--- src/rtl/hrp_pkg.sv ---
package hrp_pkg;
  localparam int REG_W = 8;

  localparam logic [REG_W-1:0] A_REV      = 8'h00;
  localparam logic [REG_W-1:0] A_DIV      = 8'h04;
  localparam logic [REG_W-1:0] A_PLL_LO   = 8'h08;
  localparam logic [REG_W-1:0] A_PLL_HI   = 8'h0A;
  localparam logic [REG_W-1:0] A_RFS_LO   = 8'h18;
  localparam logic [REG_W-1:0] A_RFS_HI   = 8'h1A;
  localparam logic [REG_W-1:0] A_COEF_IDX = 8'h58;
  localparam logic [REG_W-1:0] A_COEF_DAT = 8'h5A;
  localparam logic [REG_W-1:0] A_MODE     = 8'h68;
  localparam logic [REG_W-1:0] A_PIXEL    = 8'h90;
  localparam logic [REG_W-1:0] A_GAM_IDX  = 8'hB6;
  localparam logic [REG_W-1:0] A_GAM_DAT  = 8'hB8;
  localparam logic [REG_W-1:0] A_IRQ      = 8'hF6;

  localparam logic [REG_W-1:0] REV_CODE   = 8'hA5;
  localparam logic [REG_W-1:0] MODE_MASK  = 8'hB7;
  localparam logic [6:0]       DIV_RST    = 7'd9;
  localparam logic [11:0]      PLL_RST    = 12'h014;
  localparam logic [11:0]      RFS_RST    = 12'h25C;

  function automatic logic idx_hold(input logic [REG_W-1:0] a);
    return (a == A_PIXEL) || (a == A_COEF_DAT) || (a == A_GAM_DAT);
  endfunction
endpackage

--- src/rtl/hrp_index.sv ---
module hrp_index
  import hrp_pkg::*;
(
  input  logic             clk,
  input  logic             rst_n,
  input  logic             cmd_we,
  input  logic             dat_we,
  input  logic             dat_re,
  input  logic [REG_W-1:0] wval,
  output logic [REG_W-1:0] idx_q
);
  always_ff @(posedge clk or negedge rst_n) begin
    if (!rst_n)                          idx_q <= '0;
    else if (cmd_we)                     idx_q <= wval;
    else if (dat_we && !idx_hold(idx_q)) idx_q <= idx_q + REG_W'(2);
    else if (dat_re)                     idx_q <= idx_q + REG_W'(1);
  end


  idx_load_chk: assert property (@(posedge clk) disable iff (!rst_n)
    cmd_we |=> idx_q == $past(wval));

  idx_step2_chk: assert property (@(posedge clk) disable iff (!rst_n)
    (dat_we && !cmd_we && !idx_hold(idx_q)) |=> idx_q == REG_W'($past(idx_q) + REG_W'(2)));

  idx_hold_chk: assert property (@(posedge clk) disable iff (!rst_n)
    (dat_we && !cmd_we && idx_hold(idx_q)) |=> $stable(idx_q));

  idx_step1_chk: assert property (@(posedge clk) disable iff (!rst_n)
    (dat_re && !cmd_we && !dat_we) |=> idx_q == REG_W'($past(idx_q) + REG_W'(1)));
endmodule

--- src/rtl/hrp_table.sv ---
module hrp_table
  import hrp_pkg::*;
#(
  parameter int DEPTH = 32,
  parameter bit WRAP  = 1'b0,
  localparam int AW = $clog2(DEPTH),
  localparam int IW = WRAP ? AW : AW + 1
) (
  input  logic             clk,
  input  logic             rst_n,
  input  logic             idx_we,
  input  logic             dat_we,
  input  logic             dat_re,
  input  logic [REG_W-1:0] wval,
  output logic [REG_W-1:0] idx_rd,
  output logic [REG_W-1:0] dat_rd
);
  logic [IW-1:0]    ptr;
  logic [REG_W-1:0] mem [DEPTH];
  logic             in_range;

  generate
    if (WRAP) begin : g_wrap
      assign in_range = 1'b1;
    end else begin : g_stop
      assign in_range = (int'(ptr) < DEPTH);
    end
  endgenerate

  always_ff @(posedge clk or negedge rst_n) begin
    if (!rst_n)                                ptr <= '0;
    else if (idx_we)                           ptr <= IW'(wval[AW-1:0]);
    else if ((dat_we || dat_re) && in_range)   ptr <= ptr + IW'(1);
  end

  always_ff @(posedge clk) begin
    if (dat_we && in_range) mem[ptr[AW-1:0]] <= wval;
  end

  assign idx_rd = REG_W'(ptr);
  assign dat_rd = in_range ? mem[ptr[AW-1:0]] : '0;


  tbl_advance_chk: assert property (@(posedge clk) disable iff (!rst_n)
    ((dat_we || dat_re) && in_range && !idx_we) |=> ptr == IW'($past(ptr) + IW'(1)));

  tbl_stuck_chk: assert property (@(posedge clk) disable iff (!rst_n)
    ((dat_we || dat_re) && !in_range && !idx_we) |=> $stable(ptr));
endmodule

--- src/rtl/hrp_cfg.sv ---
module hrp_cfg
  import hrp_pkg::*;
#(
  parameter int IRQ_W = 8
) (
  input  logic             clk,
  input  logic             rst_n,
  input  logic             we,
  input  logic [REG_W-1:0] addr,
  input  logic [REG_W-1:0] wval,
  input  logic [IRQ_W-1:0] irq_evt,
  output logic [REG_W-1:0] rdata
);
  logic [6:0]       div_q;
  logic [11:0]      pll_q;
  logic [11:0]      rfs_q;
  logic [REG_W-1:0] mode_q;
  logic [IRQ_W-1:0] irq_q;
  logic             irq_wr;

  assign irq_wr = we && (addr == A_IRQ);

  always_ff @(posedge clk or negedge rst_n) begin
    if (!rst_n) begin
      div_q  <= DIV_RST;
      pll_q  <= PLL_RST;
      rfs_q  <= RFS_RST;
      mode_q <= '0;
    end else if (we) begin
      case (addr)
        A_DIV:    div_q        <= {1'b0, wval[5:0]} + 7'd1;
        A_PLL_LO: pll_q[7:0]   <= wval;
        A_PLL_HI: pll_q[11:8]  <= wval[3:0];
        A_RFS_LO: rfs_q[7:0]   <= wval;
        A_RFS_HI: rfs_q[11:8]  <= wval[3:0];
        A_MODE:   mode_q       <= wval & MODE_MASK;
        default:  ;
      endcase
    end
  end

  always_ff @(posedge clk or negedge rst_n) begin
    if (!rst_n) irq_q <= '0;
    else        irq_q <= (irq_wr ? (irq_q & wval[IRQ_W-1:0]) : irq_q) | irq_evt;
  end

  always_comb begin
    case (addr)
      A_REV:    rdata = REV_CODE;
      A_DIV:    rdata = REG_W'(div_q - 7'd1) | 8'h80;
      A_PLL_LO: rdata = pll_q[7:0];
      A_PLL_HI: rdata = {4'h0, pll_q[11:8]};
      A_RFS_LO: rdata = rfs_q[7:0];
      A_RFS_HI: rdata = {4'h0, rfs_q[11:8]};
      A_MODE:   rdata = mode_q;
      A_IRQ:    rdata = REG_W'(irq_q);
      default:  rdata = '0;
    endcase
  end


  irq_event_wins_chk: assert property (@(posedge clk) disable iff (!rst_n)
    (irq_evt != '0) |=> ((irq_q & $past(irq_evt)) == $past(irq_evt)));

  irq_no_rise_chk: assert property (@(posedge clk) disable iff (!rst_n)
    (irq_evt == '0) |=> ((irq_q & ~$past(irq_q)) == '0));

  div_nonzero_chk: assert property (@(posedge clk) disable iff (!rst_n)
    (we && addr == A_DIV) |=> div_q != 7'd0);
endmodule

--- src/rtl/host_reg_port.sv ---
module host_reg_port
  import hrp_pkg::*;
#(
  parameter int SWALLOW_W   = 4,
  parameter int IRQ_W       = 8,
  parameter int GAMMA_DEPTH = 256,
  parameter int COEF_DEPTH  = 32
) (
  input  logic                 clk,
  input  logic                 rst_n,
  input  logic                 acc_valid,
  output logic                 acc_ready,
  input  logic                 acc_write,
  input  logic                 acc_sel,
  input  logic [REG_W-1:0]     acc_wdata,
  output logic                 rsp_valid,
  output logic [REG_W-1:0]     rsp_rdata,
  input  logic                 swallow_set,
  input  logic [SWALLOW_W-1:0] swallow_num,
  input  logic [IRQ_W-1:0]     irq_evt
);
  logic                 ready_q;
  logic [SWALLOW_W-1:0] swal_q;
  logic                 fire, live;
  logic                 cmd_we, dat_we, any_re, dat_re;
  logic [REG_W-1:0]     idx;
  logic [REG_W-1:0]     cfg_rd, gam_idx_rd, gam_dat_rd, cof_idx_rd, cof_dat_rd;
  logic [REG_W-1:0]     rd_mux;

  assign acc_ready = ready_q;
  assign fire   = acc_valid && ready_q;
  assign live   = fire && (swal_q == '0);
  assign cmd_we = live && acc_write && !acc_sel;
  assign dat_we = live && acc_write && acc_sel;
  assign any_re = live && !acc_write;
  assign dat_re = any_re && acc_sel;

  always_ff @(posedge clk or negedge rst_n) begin
    if (!rst_n) ready_q <= 1'b0;
    else        ready_q <= 1'b1;
  end

  always_ff @(posedge clk or negedge rst_n) begin
    if (!rst_n)                    swal_q <= '0;
    else if (swallow_set)          swal_q <= swallow_num;
    else if (fire && swal_q != '0) swal_q <= swal_q - SWALLOW_W'(1);
  end

  hrp_index u_index (
    .clk(clk), .rst_n(rst_n), .cmd_we(cmd_we), .dat_we(dat_we),
    .dat_re(dat_re), .wval(acc_wdata), .idx_q(idx)
  );

  hrp_table #(.DEPTH(GAMMA_DEPTH), .WRAP(1'b1)) u_gamma (
    .clk(clk), .rst_n(rst_n),
    .idx_we(dat_we && idx == A_GAM_IDX),
    .dat_we(dat_we && idx == A_GAM_DAT),
    .dat_re(any_re && idx == A_GAM_DAT),
    .wval(acc_wdata), .idx_rd(gam_idx_rd), .dat_rd(gam_dat_rd)
  );

  hrp_table #(.DEPTH(COEF_DEPTH), .WRAP(1'b0)) u_coef (
    .clk(clk), .rst_n(rst_n),
    .idx_we(dat_we && idx == A_COEF_IDX),
    .dat_we(dat_we && idx == A_COEF_DAT),
    .dat_re(any_re && idx == A_COEF_DAT),
    .wval(acc_wdata), .idx_rd(cof_idx_rd), .dat_rd(cof_dat_rd)
  );

  hrp_cfg #(.IRQ_W(IRQ_W)) u_cfg (
    .clk(clk), .rst_n(rst_n), .we(dat_we), .addr(idx), .wval(acc_wdata),
    .irq_evt(irq_evt), .rdata(cfg_rd)
  );

  always_comb begin
    case (idx)
      A_GAM_IDX:  rd_mux = gam_idx_rd;
      A_GAM_DAT:  rd_mux = gam_dat_rd;
      A_COEF_IDX: rd_mux = cof_idx_rd;
      A_COEF_DAT: rd_mux = cof_dat_rd;
      default:    rd_mux = cfg_rd;
    endcase
  end

  always_ff @(posedge clk or negedge rst_n) begin
    if (!rst_n) begin
      rsp_valid <= 1'b0;
      rsp_rdata <= '0;
    end else begin
      rsp_valid <= fire && !acc_write;
      rsp_rdata <= any_re ? rd_mux : '0;
    end
  end


  swallow_idx_chk: assert property (@(posedge clk) disable iff (!rst_n)
    (fire && swal_q != '0) |=> $stable(idx));

  swallow_zero_chk: assert property (@(posedge clk) disable iff (!rst_n)
    (fire && !acc_write && swal_q != '0) |=> (rsp_valid && rsp_rdata == '0));

  write_silent_chk: assert property (@(posedge clk) disable iff (!rst_n)
    (!(acc_valid && !acc_write)) |=> !rsp_valid);
endmodule

--- config.mk ---
export PLATFORM = sky130hd
export DESIGN_NAME = host_reg_port
export DESIGN_NICKNAME = d
export VERILOG_FILES = /design/src/rtl/hrp_pkg.sv /design/src/rtl/hrp_index.sv /design/src/rtl/hrp_table.sv /design/src/rtl/hrp_cfg.sv /design/src/rtl/host_reg_port.sv
export SDC_FILE = /design/constraint.sdc
export NUM_CORES = 2
export LEC_CHECK = 0
export BUFFER_PORTS_ARGS = -buffer_cell sky130_fd_sc_hd__buf_2
export CORE_AREA = 3 3 413 415
export DETAILED_ROUTE_END_ITERATION = 6
export DIE_AREA = 0 0 416 418
export GPL_TIMING_DRIVEN = 0
export MAX_ROUTING_LAYER = met4
export PLACE_DENSITY_LB_ADDON = 0.2
export SLEW_MARGIN = 15
export SYNTH_ARGS = -nofsm -noshare
export SYNTH_HDL_FRONTEND = slang
export SYNTH_HIERARCHICAL = 1
export SYNTH_SLANG_ARGS = --single-unit
--- constraint.sdc ---
create_clock -name clk -period 3.8 [get_ports clk]
set_input_delay 0.19 -clock clk [delete_from_list [all_inputs] [get_ports clk]]
set_output_delay 0.19 -clock clk [all_outputs]
set_load 0.01 [all_outputs]
Word-level counts from Yosys, hierarchy flattened --
Memory sizes are Yosys's and may differ from the RTL's. Index checks and enable logic that the tools add are counted.
Word-level totals: bits of input ports 26, bits in writable memories 2304, memories 2, word-level logic and storage cells 95, bits in registers 81, output and inout port bits 10
Cells by class: bitwise operators 2, equal/unequal tests 12, muxes and demuxes 18, reduce and logical (&&, ||, !) cells 39, add/subtract/negate cells 7, order comparisons 1
Memory list:
- u_gamma.mem | words 256, bits a word 8, read ports 1, clocked after Yosys merged registers in 0, write ports 1, RTL line hrp_table.sv:19 | logic [REG_W-1:0] mem [DEPTH];
- u_coef.mem | words 32, bits a word 8, read ports 1, clocked after Yosys merged registers in 0, write ports 1, RTL line hrp_table.sv:19
Operators with widths (number):
- $mux 8 | 8
- $pmux 8 s8 | 1
- $eq 8x8->1 const B | 4
- $pmux 8 s4 | 1
- $eq 8x7->1 const B | 3
- $logic_and 1x1->1 | 19
- $add 8x1->8 const B | 2
- $eq 8x4->1 const B | 2
- $eq 8x5->1 const B | 2
- $mux 6 | 2
- $reduce_and 2->1 | 6
- $add 8x2->8 const B | 1
- $and 8x8->8 | 1
- $eq 8x3->1 const B | 1
- $logic_not 8->1 | 1
- $mux 4 | 2
- $or 8x8->8 | 1
- $add 6x1->7 const B | 1
- $sub 7x1->7 const B | 1
- $add 6x1->6 const B | 1
- $lt 6x6->1 const B | 1
- $reduce_bool 2->1 | 3
- $logic_not 4->1 | 1
- $logic_or 1x1->1 | 4
- 5 further kinds | 10

Logic depth before layout (Yosys ltp) --
depth after elaboration 9, mapped depth 12

Cells and area by module --
Netlist, hierarchy kept.
Modules (own cells, without submodules):
- hrp_table (u_gamma) | instances 1, seq. area each 61699.2 um^2, area an instance 78734.3 um^2, cells each 3585
- hrp_table (u_coef) | instances 1, seq. area each 7837.5 um^2, area an instance 10472.5 um^2, cells each 594
- hrp_cfg | instances 1, seq. area each 1137.3 um^2, area an instance 2394.8 um^2, cells each 206
- host_reg_port | instances 1, seq. area each 350.3 um^2, area an instance 1094.8 um^2, cells each 109
- hrp_index | instances 1, seq. area each 200.2 um^2, area an instance 764.5 um^2, cells each 85

Worst setup path before layout --
No wires, ideal clock.
path kind register to register, start point register swal_q[0], end point memory u_gamma.mem[160][0] (enable), stages on the path, launching flop included 11, slack 859 ps, arrival 2571 ps, setup time 370 ps, period minus slack after synthesis 2941 ps, path buffers 2, cell sequence dfrtp_1 > inv_1 > ha_1 > nor3b_4 > nand3_1 > inv_1 > and3_1 > buf_1 > nand3_1 > clkbuf_1 > nor2_1
On the way: word-level cells in the longest chain between the ends 7
Ends and longest elaborated chain:
- from (decl) | RTL line host_reg_port.sv:23 | logic [SWALLOW_W-1:0] swal_q;
- from (signal assigned) | RTL line host_reg_port.sv:45 | else if (swallow_set) swal_q <= swallow_num;
- from (signal assigned) | RTL line host_reg_port.sv:46 | else if (fire && swal_q != '0) swal_q <= swal_q - SWALLOW_W'(1);
- $logic_not 4->1 | RTL line host_reg_port.sv:32 | assign live = fire && (swal_q == '0);
- $logic_and 1x1->1 | RTL line host_reg_port.sv:32
- $logic_and 1x1->1 (2 in series) | RTL line host_reg_port.sv:34 | assign dat_we = live && acc_write && acc_sel;
- via dat_we | RTL line host_reg_port.sv:25 | logic cmd_we, dat_we, any_re, dat_re;
- $logic_and 1x1->1 | RTL line host_reg_port.sv:57 | .dat_we(dat_we && idx == A_GAM_DAT),
- $mux 1 | RTL line hrp_table.sv:37 | if (dat_we && in_range) mem[ptr[AW-1:0]] <= wval;
- $mux 1 (not written as such) | RTL line hrp_table.sv:37
- to (decl) | RTL line hrp_table.sv:19
The timed path passes the listed nets, and every way through them passes these cells.

Worst setup path after layout --
start point register u_gamma.ptr[0], in the netlist u_gamma/idx_rd[0], end point register rsp_rdata[2]
On the way: word-level cells in the longest chain between the ends 3
Ends and longest elaborated chain:
- from (decl) | RTL line hrp_table.sv:18 | logic [IW-1:0] ptr;
- from (signal assigned) | RTL line hrp_table.sv:32 | else if (idx_we) ptr <= IW'(wval[AW-1:0]);
- from (signal assigned) | RTL line hrp_table.sv:33 | else if ((dat_we || dat_re) && in_range) ptr <= ptr + IW'(1);
- $mem_v2 256x8
- via gam_dat_rd[2] | RTL line host_reg_port.sv:27 | logic [REG_W-1:0] cfg_rd, gam_idx_rd, gam_dat_rd, cof_idx_rd, cof_dat_rd;
- $pmux 8 s4 | RTL line host_reg_port.sv:76 | case (idx)
- $mux 8 | RTL line host_reg_port.sv:91 | rsp_rdata <= any_re ? rd_mux : '0;
- to (signal assigned) | RTL line host_reg_port.sv:91
- to (decl) | RTL line host_reg_port.sv:17 | output logic [REG_W-1:0] rsp_rdata,
The timed path passes the listed nets, and every way through them passes these cells. A chain may end at the register's enable or synchronous reset.

==> impl_metrics.ini <==
[floorplan]
rows = 150
die_h_um = 418
die-area_mm2 = 0.174
io_pins = 36
die_x_um = 416
coreArea_mm2 = 0.167
initial_core_util = 0.560

[synthesis]
synthCells = 4579
synth_edf_count = 2304
netlist_area_mm2 = 0.0935
synthTopCellsByCount = edfxtp_1, mux4_2, nor2_1
ys_seq_area_frac = 0.762
synthFlopType = edfxtp_1
synthMostInstantiatedCell = edfxtp_1
ys_warn_count = 6
ys_ff_latch = 2385
ys_types = 97
yosysTopAreaCell = edfxtp_1
synth_top_area_share = 0.740
ys_async_sr_fraction = 0.0340
netlist_top_cells_area = edfxtp_1, mux4_2, a22oi_1, dfrtp_1, nor2_1
syn_avg_cell_area_um2 = 20.4

[timing]
worstMarginPinSlew_ns = 1.29
relSlewSlack = 0.132
finalCritPeriodShare = 1.04
finClkSkew_ns = 0.0409
hold_viol = 0
final.setup.worst_slack_ns = -0.170
hold-worst-slack_ns = 0.0833
rsz0062_at_grt = true
min_period_ns = 3.97
final_max_slew_viol_count = 0
setup_viol = 7
max_freq_ghz = 0.252

[status]
outcome = finished with violations
violations = setup timing

[global_route]
antenna_found_initial = 3
grt_pass1_wl_um = 345000
grt_max_degree = 134
overflow = 0
grt_pass1_vias = 47800
grt_util_all_layers = 0.287

[power]
p_sw_mw = 10.6
pwr-share-seq = 0.552
power.density_mw_per_mm2 = 485
p_int_mw = 41.9
peakVddDrop_mv = 0.502
clockPowerShare = 0.427
p_leak_nw = 33.3
power_mw = 52.5
pwr-share-comb = 0.022
netSwitchingFraction = 0.202

[critical_path]
cp-start-kind = flip-flop
cp_max_fo = 10
reg2regPathDepth = 11
crit_required_ns = 4.54
path_delay_family = compound AO/OA/AOI/OAI gates
r2r_start = u_gamma/idx_rd[0]
worst-path-buf-inv = 3
path_class = flip-flop to flip-flop
reg2reg_slack_ns = -0.17
crit_arrival_ns = 4.71
rr_endpoint = rsp_rdata[2]
worst_path_max_delay_cell = o41ai_4
crit_chain = buf_12 -> buf_8 -> buf_6 -> mux4_2 -> a22oi_1 -> a21oi_1 -> o41ai_4 -> nand4_1 -> a22oi_2 -> o22ai_1 -> o21a_1
end_kind = flip-flop
max_stage_delay_ns = 0.53

[detailed_routing]
postRouteAntennaNets = 0
drc = 0
wl_per_cell_um = 32.9
vias = 48500
wl_um = 241000
drtIter0Drc = 6477
dr.pass1.iters = 7
vias_per_cell = 6.62

[min_path]
worstHoldPathCells = 3
holdPathEnd = u_cfg/irq_q[4]
hold_path.class = input pin to flip-flop
worst_hold_startpoint = irq_evt[4]

[clocking]
cts.sinks = 2385
clock_path_buffers = 3
htreeDepth = 4
clk_latency_ns = 0.87
cts-root-buf = clkbuf_16
clk_pin_slew_ns = 0.06
cts-buffers-inserted = 229
tritoncts = done

[placement]
io_buffers = 35
dp_hpwl_um = 159000
dp.cells = 6854
gp_congestion = 0.997
place_area_mm2 = 0.0974

[flow_run]
maxCapViolations = 0

[finish]
fill_cells = 11000
fin_nets = 4970
stdcell_area_mm2 = 0.108
area_growth_pct = 15.8
drive_above_1_share = 0.314
final_cells = 7333
postLayoutCoreUtil = 0.648
power groups by stage:
stage / Combinational (mW) / Sequential [mW] / Clock, mW
after floorplan: 0.436 / 29.5 / 0
after global placement: 0.983 / 29.7 / 0
after detailed placement: 1.10 / 29.5 / 0
after CTS: 1.15 / 29.0 / 22.8
after global routing: 1.24 / 29.0 / 23.9
final: 1.15 / 29.0 / 22.4
flip-flops by register name, indices dropped and copies added (netlist names), 6 cells and up:
| name | flops |
|---|---|
| u_gamma/idx_rd | 8 |
| u_coef/mem | 256 |
| u_cfg/rfs_q | 12 |
| u_cfg/irq_q | 8 |
| u_cfg/mode_q | 6 |
| u_coef/ptr | 6 |
| u_index/idx_q | 8 |
| rsp_rdata | 8 |
| u_cfg/pll_q | 12 |
| u_cfg/div_q | 7 |
| u_gamma/mem | 2048 |
metal layers:
metal / vias up / global-route usage / share of wire
met5: - / - / 0
met4: 0 / 0.115 / 0.045
met3: 481 / 0.0640 / 0.10
met2: 2523 / 0.430 / 0.47
met1: 25700 / 0.390 / 0.39
li1: 19800 / - / -
layout make-up:
| cell class | instances | area (um2) | area share |
|---|---|---|---|
| Clock inverter | 145 | 1480 | 0.0137 |
| Clock buffer | 284 | 5950 | 0.0549 |
| Tap cell | 2204 | 2760 | 0.0255 |
| Timing Repair Buffer | 120 | 1770 | 0.0163 |
| Multi-Input combinational cell | 1892 | 23100 | 0.214 |
| Sequential cell | 2385 | 71200 | 0.658 |
| Inverter | 17 | 63.8 | 0.000590 |
| Buffer | 284 | 1860 | 0.0172 |
| Antenna cell | 2 | 5.00 | 0.0000462 |
kinds of logic after synthesis:
| family | count (synthesis) | synth area share |
|---|---|---|
| other | 2 | 0.0000804 |
| multiplexers | 681 | 0.143 |
| buffers and inverters | 303 | 0.0160 |
| AND/OR/NAND/NOR | 568 | 0.0297 |
| XOR/XNOR | 26 | 0.00244 |
| AO/OA/AOI/OAI | 599 | 0.0442 |
| adder cells (fa/ha/maj) | 15 | 0.00201 |
| flip-flops | 2385 | 0.762 |
cell usage in the layout (no fill, tap or decap), drive strengths merged, types with 32 or more instances in the layout:
cell	Yosys	routed
edfxtp	2304	2304
dfrtp	72	72
nor2	318	318
nand2	79	79
a21oi	135	135
o22ai	48	48
dlygate4sd3	0	33
clkinv	0	108
buf	133	228
mux4	520	520
o41ai	32	32
nand3	34	34
a22oi	272	272
mux2i	101	101
mux2	60	60
clkbuf	153	425
o21ai	41	41
worst min-delay path, cell delays in order:
cell           delay, ns
dlygate4sd3_1       0.52
buf_2               0.09
nand2b_1            0.10
per-stage QoR:
step / setup WS, ns / TNS (ns)
finish: -0.170 / -0.541
global route: -0.0653 / -0.151
CTS: -0.0772 / -8.04
detailed placement: -1.71 / -1061.69
global placement: -2.53 / -5562.61
floorplan: 0.859 / 0
worst max-delay path by stage:
| stage | depth (start not counted) | endpoint | from | slack [ns] |
|---|---|---|---|---|
| detailed placement | 11 | rsp_rdata[7] | u_gamma/idx_rd[1] | -1.71 |
| global route | 11 | rsp_rdata[2] | u_gamma/idx_rd[0] | -0.07 |
| global placement | 7 | u_gamma/mem[48][4] | u_gamma/idx_rd[2] | -2.53 |
| CTS | 11 | u_gamma/mem[38][5] | swal_q[0] | -0.08 |
| floorplan | 10 | u_gamma/mem[160][0] | swal_q[0] | 0.86 |
| finish | 11 | rsp_rdata[2] | u_gamma/idx_rd[0] | -0.17 |
what timing repair did:
action                                  in CTS  in global routing
endpoints found under the setup margin    1994               1802
buffers inserted                             2                 14
pin swaps                                   17                 29
gates resized for setup                    547                263
hold buffers                                34                  0
endpoints found under the hold margin      700                  0
cloned                                       0                  0
Power figures use the tool's default switching activity.
